### src/rtl/adc_ser_pkg.sv
package adc_ser_pkg;
  // Width of one conversion result and zero padding added in wide modes
  parameter int SMP_W = 20;
  parameter int PAD_W = 4;
  parameter int NUM_LANES = 2;
endpackage

### src/rtl/prbs7_gen.sv
module prbs7_gen (
  input  logic clk,
  input  logic rst_n,
  input  logic adv,
  output logic bit_o
);
  localparam int ORD = 7;

  logic [ORD-1:0] st_q, st_d;

  assign bit_o = st_q[ORD-1] ^ st_q[ORD-2];

  always_comb begin
    st_d = st_q;
    if (adv) st_d = {st_q[ORD-2:0], bit_o};
  end

  always_ff @(posedge clk or negedge rst_n) begin
    if (!rst_n) st_q <= '1;
    else if (adv) st_q <= st_d;
  end


  prbs_live_chk: assert property (@(posedge clk) disable iff (!rst_n)
    st_q != '0);
endmodule

### src/rtl/ch_formatter.sv
module ch_formatter #(
  parameter int DW = 20,
  parameter int PAD = 4,
  localparam int SLOT = DW + PAD + 1,
  localparam int LW = $clog2(SLOT + 1)
) (
  input  logic [DW-1:0]   result,
  input  logic            twos,
  input  logic            wide,
  input  logic            xor_en,
  input  logic            xor_sel,
  input  logic            prbs_bit,
  output logic [SLOT-1:0] slot,
  output logic [LW-1:0]   slot_len
);
  logic [DW-1:0]   coded;
  logic [SLOT-1:0] base, mask, tail;
  logic [LW-1:0]   wbits;
  logic            flip, add;

  always_comb begin
    coded = twos ? result : {~result[DW-1], result[DW-2:0]};
    base  = {coded, {(PAD+1){1'b0}}};
    wbits = wide ? LW'(DW + PAD) : LW'(DW);
    mask  = ~({SLOT{1'b1}} >> wbits);
    tail  = {1'b1, {(SLOT-1){1'b0}}} >> wbits;
    flip  = xor_sel ? result[0] : prbs_bit;
    add   = xor_en & ~xor_sel;
    slot  = (base ^ ({SLOT{xor_en & flip}} & mask)) | ({SLOT{add & prbs_bit}} & tail);
    slot_len = wbits + LW'(add);
  end
endmodule

### src/rtl/lane_shifter.sv
module lane_shifter #(
  parameter int SW = 50
) (
  input  logic          clk,
  input  logic          rst_n,
  input  logic          en,
  input  logic          load,
  input  logic [SW-1:0] vec,
  input  logic          ddr,
  output logic [1:0]    q
);
  logic [SW-1:0] sr_q, sr_d;

  always_comb begin
    if (load)     sr_d = vec;
    else if (ddr) sr_d = sr_q << 2;
    else          sr_d = sr_q << 1;
  end

  always_ff @(posedge clk or negedge rst_n) begin
    if (!rst_n)  sr_q <= '0;
    else if (en) sr_q <= sr_d;
  end

  assign q = {sr_q[SW-1], ddr ? sr_q[SW-2] : sr_q[SW-1]};
endmodule

### src/rtl/adc_lane_serializer.sv
module adc_lane_serializer
  import adc_ser_pkg::*;
#(
  parameter int DW = SMP_W,
  parameter int PAD = PAD_W
) (
  input  logic          clk,
  input  logic          rst_n,
  input  logic          smp_valid,
  input  logic [DW-1:0] smp_a,
  input  logic [DW-1:0] smp_b,
  input  logic [2:0]    cfg_lanes,
  input  logic          cfg_twos,
  input  logic          cfg_xor_en,
  input  logic          cfg_xor_sel,
  input  logic          cfg_sdr,
  output logic [1:0]    lane_a_q,
  output logic [1:0]    lane_b_q,
  output logic          frame_strobe
);
  localparam int SLOT   = DW + PAD + 1;
  localparam int LW     = $clog2(SLOT + 1);
  localparam int STREAM = 2 * SLOT;
  localparam int CW     = $clog2(STREAM + 1);

  // Holding register for one sample
  logic          pend_q, pend_d;
  logic [DW-1:0] pa_q, pb_q, pa_d, pb_d;
  // Frame control
  logic          busy_q, busy_d, ddr_q, ddr_d, single_q, single_d, strobe_d;
  logic [CW-1:0] cnt_q, cnt_d, frame_bits, cycles;
  logic          start, last, prbs_bit;

  logic [DW-1:0]     res   [NUM_LANES];
  logic [SLOT-1:0]   slot  [NUM_LANES];
  logic [LW-1:0]     slen  [NUM_LANES];
  logic [STREAM-1:0] vec   [NUM_LANES];
  logic [1:0]        lane_q[NUM_LANES];

  assign last  = busy_q & (cnt_q == '0);
  assign start = pend_q & (~busy_q | last);
  assign res[0] = pa_q;
  assign res[1] = pb_q;

  prbs7_gen u_prbs (.clk(clk), .rst_n(rst_n), .adv(start), .bit_o(prbs_bit));

  for (genvar ch = 0; ch < NUM_LANES; ch++) begin : g_fmt
    ch_formatter #(.DW(DW), .PAD(PAD)) u_fmt (
      .result(res[ch]), .twos(cfg_twos), .wide(cfg_lanes[1]),
      .xor_en(cfg_xor_en), .xor_sel(cfg_xor_sel), .prbs_bit(prbs_bit),
      .slot(slot[ch]), .slot_len(slen[ch]));
  end

  // Lane stream assembly and frame length
  always_comb begin
    frame_bits = CW'(slen[0]) << cfg_lanes[2];
    cycles     = cfg_sdr ? frame_bits : CW'((frame_bits + 1'b1) >> 1);
    vec[0]     = {slot[0], {SLOT{1'b0}}};
    vec[1]     = {slot[1], {SLOT{1'b0}}};
    if (cfg_lanes[2]) begin
      vec[0] = vec[0] | ({slot[1], {SLOT{1'b0}}} >> slen[0]);
      vec[1] = '0;
    end
  end

  // Next-state logic
  always_comb begin
    pend_d   = pend_q;
    pa_d     = pa_q;
    pb_d     = pb_q;
    busy_d   = busy_q;
    cnt_d    = cnt_q;
    ddr_d    = ddr_q;
    single_d = single_q;
    strobe_d = start;
    if (start) pend_d = 1'b0;
    if (smp_valid) begin
      pend_d = 1'b1;
      pa_d   = smp_a;
      pb_d   = smp_b;
    end
    if (start) begin
      busy_d   = 1'b1;
      cnt_d    = cycles - 1'b1;
      ddr_d    = ~cfg_sdr;
      single_d = cfg_lanes[2];
    end else if (last) begin
      busy_d = 1'b0;
    end else if (busy_q) begin
      cnt_d = cnt_q - 1'b1;
    end
  end

  always_ff @(posedge clk or negedge rst_n) begin
    if (!rst_n) begin
      pend_q       <= 1'b0;
      pa_q         <= '0;
      pb_q         <= '0;
      busy_q       <= 1'b0;
      cnt_q        <= '0;
      ddr_q        <= 1'b0;
      single_q     <= 1'b0;
      frame_strobe <= 1'b0;
    end else begin
      pend_q       <= pend_d;
      frame_strobe <= strobe_d;
      if (smp_valid) begin
        pa_q <= pa_d;
        pb_q <= pb_d;
      end
      if (start | busy_q) begin
        busy_q   <= busy_d;
        cnt_q    <= cnt_d;
        ddr_q    <= ddr_d;
        single_q <= single_d;
      end
    end
  end

  for (genvar ln = 0; ln < NUM_LANES; ln++) begin : g_lane
    lane_shifter #(.SW(STREAM)) u_sh (
      .clk(clk), .rst_n(rst_n), .en(start | busy_q), .load(start),
      .vec(vec[ln]), .ddr(ddr_q), .q(lane_q[ln]));
  end

  assign lane_a_q = lane_q[0];
  assign lane_b_q = lane_q[1];


  idle_quiet_chk: assert property (@(posedge clk) disable iff (!rst_n)
    !busy_q |-> (lane_a_q == 2'b00 && lane_b_q == 2'b00));

  strobe_once_chk: assert property (@(posedge clk) disable iff (!rst_n)
    frame_strobe |=> !frame_strobe);

  single_lane_b_chk: assert property (@(posedge clk) disable iff (!rst_n)
    (busy_q && single_q) |-> lane_b_q == 2'b00);

  sdr_pair_chk: assert property (@(posedge clk) disable iff (!rst_n)
    (busy_q && !ddr_q) |-> (lane_a_q[1] == lane_a_q[0] && lane_b_q[1] == lane_b_q[0]));

  back_to_back_chk: assert property (@(posedge clk) disable iff (!rst_n)
    (pend_q && busy_q && cnt_q == '0) |=> frame_strobe);
endmodule

### config.mk
export PLATFORM = sky130hd
export DESIGN_NAME = adc_lane_serializer
export DESIGN_NICKNAME = d
export VERILOG_FILES = /design/src/rtl/adc_ser_pkg.sv /design/src/rtl/prbs7_gen.sv /design/src/rtl/ch_formatter.sv /design/src/rtl/lane_shifter.sv /design/src/rtl/adc_lane_serializer.sv
export SDC_FILE = /design/constraint.sdc
export NUM_CORES = 1
export LEC_CHECK = 0
export BUFFER_PORTS_ARGS = -buffer_cell sky130_fd_sc_hd__buf_2
export CORE_ASPECT_RATIO = 1.25
export CORE_MARGIN = 2
export CORE_UTILIZATION = 35
export DETAILED_ROUTE_END_ITERATION = 10
export PLACE_DENSITY_LB_ADDON = 0.08
export SETUP_SLACK_MARGIN = 0.02
export SYNTH_ARGS = -nofsm -noshare
export SYNTH_HDL_FRONTEND = slang
export SYNTH_SLANG_ARGS = --single-unit
### constraint.sdc
create_clock -name clk -period 6.7 [get_ports clk]
set_input_delay 1.005 -clock clk [delete_from_list [all_inputs] [get_ports clk]]
set_output_delay 1.005 -clock clk [all_outputs]
set_load 0.01 [all_outputs]
==> flow_metrics.env, run 1 <==
export IMPL_outcome="completed"
export IMPL_yosysWarnings=0
export IMPL_synth_top_cell_by_area="dfrtp_1"
export IMPL_cts_buffers=17
export IMPL_grt_pass1_vias=6578
export IMPL_die_x_um=144
export IMPL_regArea_um2=3320
export IMPL_cts_root_buffer="clkbuf_16"
export IMPL_rows=63
export IMPL_ys_seq_elements=132
export IMPL_fmax_mhz=259
export IMPL_clock_sinks=132
export IMPL_place_hpwl_um=13500
export IMPL_slowest_stage="clkinv_2"
export IMPL_slew_headroom_pct=24.6
export IMPL_clkLatencyLatePin_ps=430
export IMPL_crit_path_start_kind="flop"
export IMPL_finalNetCount=911
export IMPL_synth_compound_area_share_pct=18.8
export IMPL_worst_slew_pin_slew_ps=1130
export IMPL_pwr_share_clk_pct=28.7
export IMPL_power_frac_comb_pct=34.9
export IMPL_syn_inst=855
export IMPL_grt_pass1_wl_um=36300
export IMPL_syn_area_per_cell_um2=9.99
export IMPL_critPathArrivalTime_ps=4140
export IMPL_grt_max_degree=79
export IMPL_route_detailed_drc=0
export IMPL_synth_ff_type="dfrtp_1"
export IMPL_period_minus_slack_ps=3860
export IMPL_synth_cell_types=60
export IMPL_clock_skew_ps=8.97
export IMPL_fin_crit_sh_pct=57.7
export IMPL_maxCapViolCount=0
export IMPL_core_area_um2=23900
export IMPL_rsz0062_at_grt="false"
export IMPL_diodes=0
export IMPL_async_reset_ff_share_pct=100
export IMPL_p_seq_share_pct=36.4
export IMPL_cts_tree="built"
export IMPL_first_pass_iters=6
export IMPL_drt_initial_drc_count=338
export IMPL_synth_xor_area_share_pct=7.06
export IMPL_crit_path_max_incr_delay_ps=840
export IMPL_ctsHoldBuffers=0
export IMPL_area_growth_pct=11.6
export IMPL_wl_per_cell_um=18.4
export IMPL_synth_top_family_by_area="compound AO/OA/AOI/OAI gates"
export IMPL_fin_util_pct=39.9
export IMPL_wl_um=22000
export IMPL_cell_internal_pwr_mw=2.25
export IMPL_p_switching_mw=1.18
export IMPL_portBuffers=53
export IMPL_start_util_pct=35.8
export IMPL_yosys_area_share_simple_pct=10.9
export IMPL_crit_chain="nor2b_1 > a21oi_2 > buf_4 > clkinv_2 > mux2i_1 > ha_1 > nand4b_1 > xnor2_1 > mux2i_1 > a22oi_1"
export IMPL_p_per_area_nw_per_um2=359
export IMPL_overflow=0
export IMPL_drive_above_1_share_pct=24.2
export IMPL_hold_viol_final=0
export IMPL_clkTransAtPathRegs_ps=60
export IMPL_min_delay_path_class="flop to flop"
export IMPL_synth_adder_area_share_pct=0.440
export IMPL_cp_common_cell="mux2i_1"
export IMPL_setup_tns_ps=0
export IMPL_cp_end_kind="flop"
export IMPL_cts_resized=0
export IMPL_ios=55
export IMPL_cts_setup_buffers=0
export IMPL_seq_area_frac_synth_pct=38.8
export IMPL_setup_viol=0
export IMPL_ant_nets=0
export IMPL_critPathKind="flop to flop"
export IMPL_leakagePower_nw=4.17
export IMPL_num_fill_cells=2356
export IMPL_design_die_area_um2=25700
export IMPL_muxShareOfSynthArea_pct=18.8
export IMPL_crit_required_ps=6970
export IMPL_synth_nets=908
export IMPL_antenna_found_initial=0
export IMPL_vias=6376
export IMPL_multi_input_area_um2=4810
export IMPL_syn_area_um2=8540
export IMPL_swShare_pct=34.4
export IMPL_drv_slew=0
export IMPL_ctsLongestPathBuffers=2
export IMPL_synth_edff_count=0
export IMPL_synth_top_cell_area_share_pct=36.6
export IMPL_synth_area_leaders="dfrtp_1 37%, mux2i_1 9.7%, a221oi_2 6.7%"
export IMPL_cp_max_fo=53
export IMPL_gp_congestion=0.768
export IMPL_die_y_um=179
export IMPL_htreeDepth=4
export IMPL_vias_per_cell=5.33
export IMPL_vdd_drop_max_mv=0.197
export IMPL_grt_usage_pct=18.1
critical path, delay by kind of cell, from the launching register on:
family	cells	cell delay [ps]
multiplexers	2	750
AO/OA/AOI/OAI	2	210
adder cells (fa/ha/maj)	1	350
AND/OR/NAND/NOR	2	260
XOR/XNOR	1	140
buffers and inverters	2	1190
flip-flops	1	780
cells in the final DEF (no fill, tap or decap), types with 3 or more instances in the layout:
cell | synthesis | layout
dfrtp_1 | 125 | 122
nor2_1 | 120 | 120
mux2i_1 | 83 | 83
a21oi_1 | 81 | 81
nand2_1 | 59 | 59
buf_2 | 23 | 52
mux2_2 | 45 | 45
a221oi_2 | 38 | 38
xor2_1 | 37 | 37
xnor2_1 | 30 | 30
o21ai_0 | 29 | 29
clkbuf_16 | 0 | 17
mux4_2 | 12 | 12
buf_4 | 8 | 11
o22a_1 | 10 | 10
nand3_1 | 8 | 8
and2_1 | 7 | 7
dfstp_2 | 7 | 7
inv_1 | 6 | 6
o221ai_1 | 6 | 6
clkinv_2 | 0 | 5
nand2b_1 | 5 | 5
o22ai_1 | 5 | 5
a21o_1 | 4 | 4
a211oi_1 | 4 | 4
clkbuf_8 | 0 | 4
nor4_1 | 3 | 3
a31oi_1 | 3 | 3
o211ai_1 | 3 | 3
nand4_1 | 3 | 3
a311oi_1 | 3 | 3
ha_1 | 3 | 3
bufinv_16 | 0 | 3
logic make-up after synthesis:
logic type               after synthesis
AND/OR/NAND/NOR                      219
AO/OA/AOI/OAI                        206
multiplexers                         140
flip-flops                           132
buffers and inverters                 87
XOR/XNOR                              68
adder cells (fa/ha/maj)                3
power by group through the flow:
| stage | Sequential (mW) | Combinational [mW] | Clock, mW |
|---|---|---|---|
| detailed placement | 1.26 | 1.20 | 0 |
| global placement | 1.25 | 1.18 | 0 |
| global route | 1.28 | 1.32 | 1.04 |
| floorplan | 1.14 | 1.07 | 0 |
| CTS | 1.25 | 1.21 | 1.01 |
| finish | 1.25 | 1.19 | 0.983 |
final cells by class:
class                           count  share of cell area, %
Timing Repair Buffer               64                   3.72
Tap cell                          325                   4.27
Inverter                            7                  0.289
Multi-Input combinational cell    636                   50.4
Sequential cell                   132                   34.9
Clock inverter                      9                   1.31
Clock buffer                       23                   5.12
cells in the mapped netlist, types with 6 or more instances:
cell type	instances
a21oi_1	81
a221oi_2	38
and2_1	7
buf_2	23
buf_4	8
buf_6	7
clkbuf_1	38
dfrtp_1	125
dfstp_2	7
inv_1	6
mux2_2	45
mux2i_1	83
mux4_2	12
nand2_1	59
nand3_1	8
nor2_1	120
o21ai_0	29
o221ai_1	6
o22a_1	10
xnor2_1	30
xor2_1	37
per-layer routing:
| metal | part of all wire (%) | track usage [%] | up-vias | wire (um) |
|---|---|---|---|---|
| li1 | - | - | 3082 | - |
| met3 | 2.8 | 3.03 | 29 | 607 |
| met4 | 1.9 | 6.62 | 0 | 427 |
| met2 | 49 | 30.8 | 107 | 10900 |
| met5 | 0 | 0 | - | 0 |
| met1 | 46 | 23.0 | 3158 | 10100 |
worst paths after layout:
check | start | end | slack [ps] | depth (start not counted)
max in group asynchronous | rst_n | ddr_q | 4660 | 2
min reg2reg | u_prbs.st_q[0] | u_prbs.st_q[1] | 460 | 2
max | busy_q | cnt_q[4] | 2840 | 10
min in group asynchronous | rst_n | frame_strobe | 550 | 1
min | u_prbs.st_q[0] | u_prbs.st_q[1] | 460 | 2
max reg2reg | busy_q | cnt_q[4] | 2840 | 10
registers in the layout (all words and copies together) (netlist names):
signal	cells
busy_q	1
frame_strobe	1
pb_q	20
g_lane.u_sh.sr_q	75
pend_q	1
ddr_q	1
u_prbs.st_q	7
cnt_q	6
pa_q	20
per-stage QoR:
| step | worst slack [ps] | cell area [um^2] | hold WS [ps] | std cells | power [mW] |
|---|---|---|---|---|---|
| after floorplan | 3600 | 8540 | 435 | 855 | 2.20 |
| after global placement | 2880 | 8910 | 443 | 1164 | 2.43 |
| after detailed placement | 2830 | 8910 | 446 | 1164 | 2.46 |
| after CTS | 2800 | 9530 | 457 | 1196 | 3.46 |
| after global routing | 2500 | 9530 | 477 | 1196 | 3.64 |
| final | 2840 | 9530 | 455 | 1196 | 3.42 |
Note: power is estimated with default switching activity, not from simulation.
==> run 2, diff against run 1 <==
--- a/config.mk
+++ b/config.mk
@@ -5,6 +5,7 @@
 export SDC_FILE = /design/constraint.sdc
 export NUM_CORES = 1
 export LEC_CHECK = 0
+export ABC_AREA = 1
 export BUFFER_PORTS_ARGS = -buffer_cell sky130_fd_sc_hd__buf_2
 export CORE_ASPECT_RATIO = 1.25
 export CORE_MARGIN = 2
==> constraint.sdc (replaced) <==
create_clock -name clk -period 3.87 [get_ports clk]
set_input_delay 0.5805 -clock clk [delete_from_list [all_inputs] [get_ports clk]]
set_output_delay 0.5805 -clock clk [all_outputs]
set_load 0.01 [all_outputs]
==> run 2 against run 1 <==
  * Maximum frequency up 54%
  * Sequential share of layout area grew 2.8 points
  * Die area shrank 8.3%
  * First-iteration DRC count rose by 6.8%
  * Flip-flop and latch count is the same
  * Utilization is essentially flat
  * Count of clock-buffer cells in the layout fell by 3
  * Synthesized cell count up 24%
  * Worst hold slack worse by 220 ps
  * Final area decreased by 7.7%
  * Largest cell class unchanged
  * Highest routed layer unchanged
==> flow_metrics.env, run 2 <==
export IMPL_holdWs_ps=237
export IMPL_overflow=0
export IMPL_final_common_cell="nand2_1"
export IMPL_syn_area_um2=7810
export IMPL_synth_commonest_cells="347 x nand2_1, 125 x dfrtp_1, 120 x nand3_1, 94 x inv_1, 82 x o21ai_0"
export IMPL_stdcell_count=1375
export IMPL_muxShareOfSynthArea_pct=0.865
export IMPL_r2r_start="u_prbs.st_q[5]"
export IMPL_design_die_area_um2=23500
export IMPL_htreeDepth=4
export IMPL_synth_area_leaders="dfrtp_1 40%, nand2_1 17%, nand3_1 7.7%"
export IMPL_yosys_area_share_simple_pct=28.4
export IMPL_swShare_pct=36.0
export IMPL_synth_adder_area_share_pct=0.481
export IMPL_place_hpwl_um=13900
export IMPL_hold_viol_final=0
export IMPL_rows=61
export IMPL_period_minus_slack_ps=2510
export IMPL_vias=6954
export IMPL_wl_um=21800
export IMPL_top_regs="g_lane.u_sh.sr_q: 75 flops, pa_q: 20 flops, pb_q: 20 flops"
export IMPL_ys_seq_elements=132
export IMPL_synth_ff_type="dfrtp_1"
export IMPL_die_x_um=138
export IMPL_worst_slew_pin_slew_ps=1040
export IMPL_setup_tns_ps=0
export IMPL_drive_above_1_share_pct=13.4
export IMPL_crit_required_ps=4170
export IMPL_synth_cell_types=47
export IMPL_drt_initial_drc_count=361
export IMPL_gp_congestion=0.786
export IMPL_vias_per_cell=5.06
export IMPL_setup_viol=0
export IMPL_synth_xor_area_share_pct=2.15
export IMPL_cts_root_buffer="clkbuf_16"
export IMPL_r2r_end="g_lane[0].u_sh.sr_q[29]"
export IMPL_ios=55
export IMPL_yosysMostFrequentCell="nand2_1"
export IMPL_leakagePower_nw=4.36
export IMPL_cell_internal_pwr_mw=3.37
export IMPL_final_cell_mix="347 x nand2_1, 124 x dfrtp_1, 120 x nand3_1"
export IMPL_area_growth_pct=12.6
export IMPL_syn_inst=1063
export IMPL_synth_compound_area_share_pct=16.3
export IMPL_p_switching_mw=1.89
export IMPL_largest_reg_flops=75
export IMPL_synth_top_cell_by_area="dfrtp_1"
export IMPL_min_delay_path_class="input port to asynchronous set/reset pin"
export IMPL_portBuffers=53
export IMPL_grt_max_degree=87
export IMPL_cp_max_fo=20
export IMPL_start_util_pct=35.4
export IMPL_synth_nets=1116
export IMPL_ctsLongestPathBuffers=2
export IMPL_fin_total_pwr_mw=5.26
export IMPL_core_area_um2=22100
export IMPL_fin_util_pct=39.9
export IMPL_antenna_found_initial=0
export IMPL_place_inst=1343
export IMPL_outcome="completed"
export IMPL_cts_tree="built"
export IMPL_yosysWarnings=0
export IMPL_seq_area_frac_synth_pct=42.4
export IMPL_clock_sinks=132
export IMPL_timing_reg2reg_setup_slack_ps=1360
export IMPL_slowest_stage="dfstp_2"
export IMPL_first_pass_iters=6
export IMPL_clkTransAtPathRegs_ps=70
export IMPL_slew_headroom_pct=30.5
export IMPL_rsz0062_at_grt="false"
export IMPL_ant_nets=0
export IMPL_num_fill_cells=2392
export IMPL_diodes=0
export IMPL_die_y_um=171
export IMPL_drv_slew=0
export IMPL_p_per_area_nw_per_um2=598
export IMPL_crit_path_start_kind="flop"
export IMPL_crit_chain="xnor2_2 > nand2_4 > nand2_1 > inv_1 > o21ai_2 > inv_2 > a21oi_2 > nand3b_1 > nand2_1 > nand2_1"
export IMPL_critPathArrivalTime_ps=2820
export IMPL_cts_setup_buffers=0
export IMPL_fmax_mhz=398
export IMPL_cp_end_kind="flop"
export IMPL_synth_edff_count=0
export IMPL_vdd_drop_max_mv=0.305
export IMPL_synth_top_family_by_area="simple AND/OR/NAND/NOR gates"
export IMPL_grt_pass1_wl_um=35900
export IMPL_power_frac_comb_pct=31.0
export IMPL_clock_skew_ps=9.42
export IMPL_cp_common_cell="nand2_1"
export IMPL_maxCapViolCount=0
export IMPL_wl_per_cell_um=15.9
export IMPL_pwr_share_clk_pct=32.1
export IMPL_cts_buffers=17
export IMPL_syn_area_per_cell_um2=7.35
export IMPL_route_detailed_drc=0
export IMPL_reg2reg_depth=10
export IMPL_async_reset_ff_share_pct=100
export IMPL_synth_top_cell_area_share_pct=40.0
export IMPL_finalNetCount=1132
export IMPL_regMostFlops="g_lane.u_sh.sr_q"
export IMPL_critPathKind="flop to flop"
export IMPL_fin_crit_sh_pct=64.9
export IMPL_ctsHoldBuffers=0
export IMPL_p_seq_share_pct=36.9
export IMPL_grt_pass1_vias=6990
export IMPL_grt_usage_pct=19.7
export IMPL_clkLatencyLatePin_ps=420
export IMPL_crit_path_max_incr_delay_ps=560
export IMPL_cts_resized=0
## run 2: cell count changes after synthesis, sizes merged, moves of 28 or more
cell    delta
inv       +91
o21ai     +61
a221oi    -39
mux2      -39
nand3    +113
nand2    +295
mux2i     -83
nor2      -90
xnor2     -28
xor2      -29
## run 2: worst max path at each step
stage	start	to	slack (ps)	cells after the start
CTS	u_prbs.st_q[5]	g_lane[0].u_sh.sr_q[29]	1300	10
finish	u_prbs.st_q[5]	g_lane[0].u_sh.sr_q[29]	1360	10
detailed placement	cfg_xor_sel	g_lane[0].u_sh.sr_q[29]	1110	8
global route	u_prbs.st_q[5]	g_lane[0].u_sh.sr_q[29]	1160	10
floorplan	cfg_sdr	cnt_q[4]	2070	8
global placement	cfg_xor_sel	g_lane[0].u_sh.sr_q[29]	1150	8
## run 2: through the flow
| step | setup WS [ps] | cell area [um^2] |
|---|---|---|
| 2_1_floorplan | 2070 | 7810 |
| 5_1_grt | 1160 | 8800 |
| 4_1_cts | 1300 | 8800 |
| 6_report | 1360 | 8800 |
| 3_5_place_dp | 1110 | 8190 |
| 3_3_place_gp | 1150 | 8190 |
## run 2: kinds of logic (layout without fill, tap and decap cells)
kind of cell             Yosys count  after routing
multiplexers                       6              6
flip-flops                       132            132
AND/OR/NAND/NOR                  516            516
XOR/XNOR                          11             11
AO/OA/AOI/OAI                    226            226
buffers and inverters            169            198
adder cells (fa/ha/maj)            3              3
## run 2: power groups by stage
| stage | Clock (mW) | Sequential (mW) | Combinational [mW] |
|---|---|---|---|
| after CTS | 1.73 | 1.94 | 1.66 |
| after global routing | 1.79 | 1.99 | 1.90 |
| after detailed placement | 0 | 1.96 | 1.65 |
| after floorplan | 0 | 1.90 | 1.29 |
| final | 1.69 | 1.94 | 1.63 |
| after global placement | 0 | 1.96 | 1.64 |
## run 2: layout make-up
type | count | area, um^2 | share of cell area [%]
clock buffer | 20 | 447 | 5.08
clock inverter | 12 | 156 | 1.78
tap | 283 | 354 | 4.03
sequential | 132 | 3310 | 37.7
multi-input combinational | 762 | 3760 | 42.8
inverter | 99 | 374 | 4.25
timing repair buffer | 67 | 389 | 4.42
## run 2: critical path: cells and delay by family, from the launching register on
family,cells,cell delay (ps)
buf+inv,2,470
flops,1,560
xor+xnor,1,180
compound gates,2,690
simple gates,5,500
## run 2: layer usage
layer	routed length, um	GRT usage [%]	share of wire (%)	vias to the layer above
met5	0	0	0	-
met4	348	5.33	1.6	0
met3	642	3.50	2.9	19
met2	11000	35.3	51	109
met1	9810	23.9	45	3322
li1	-	-	-	3504
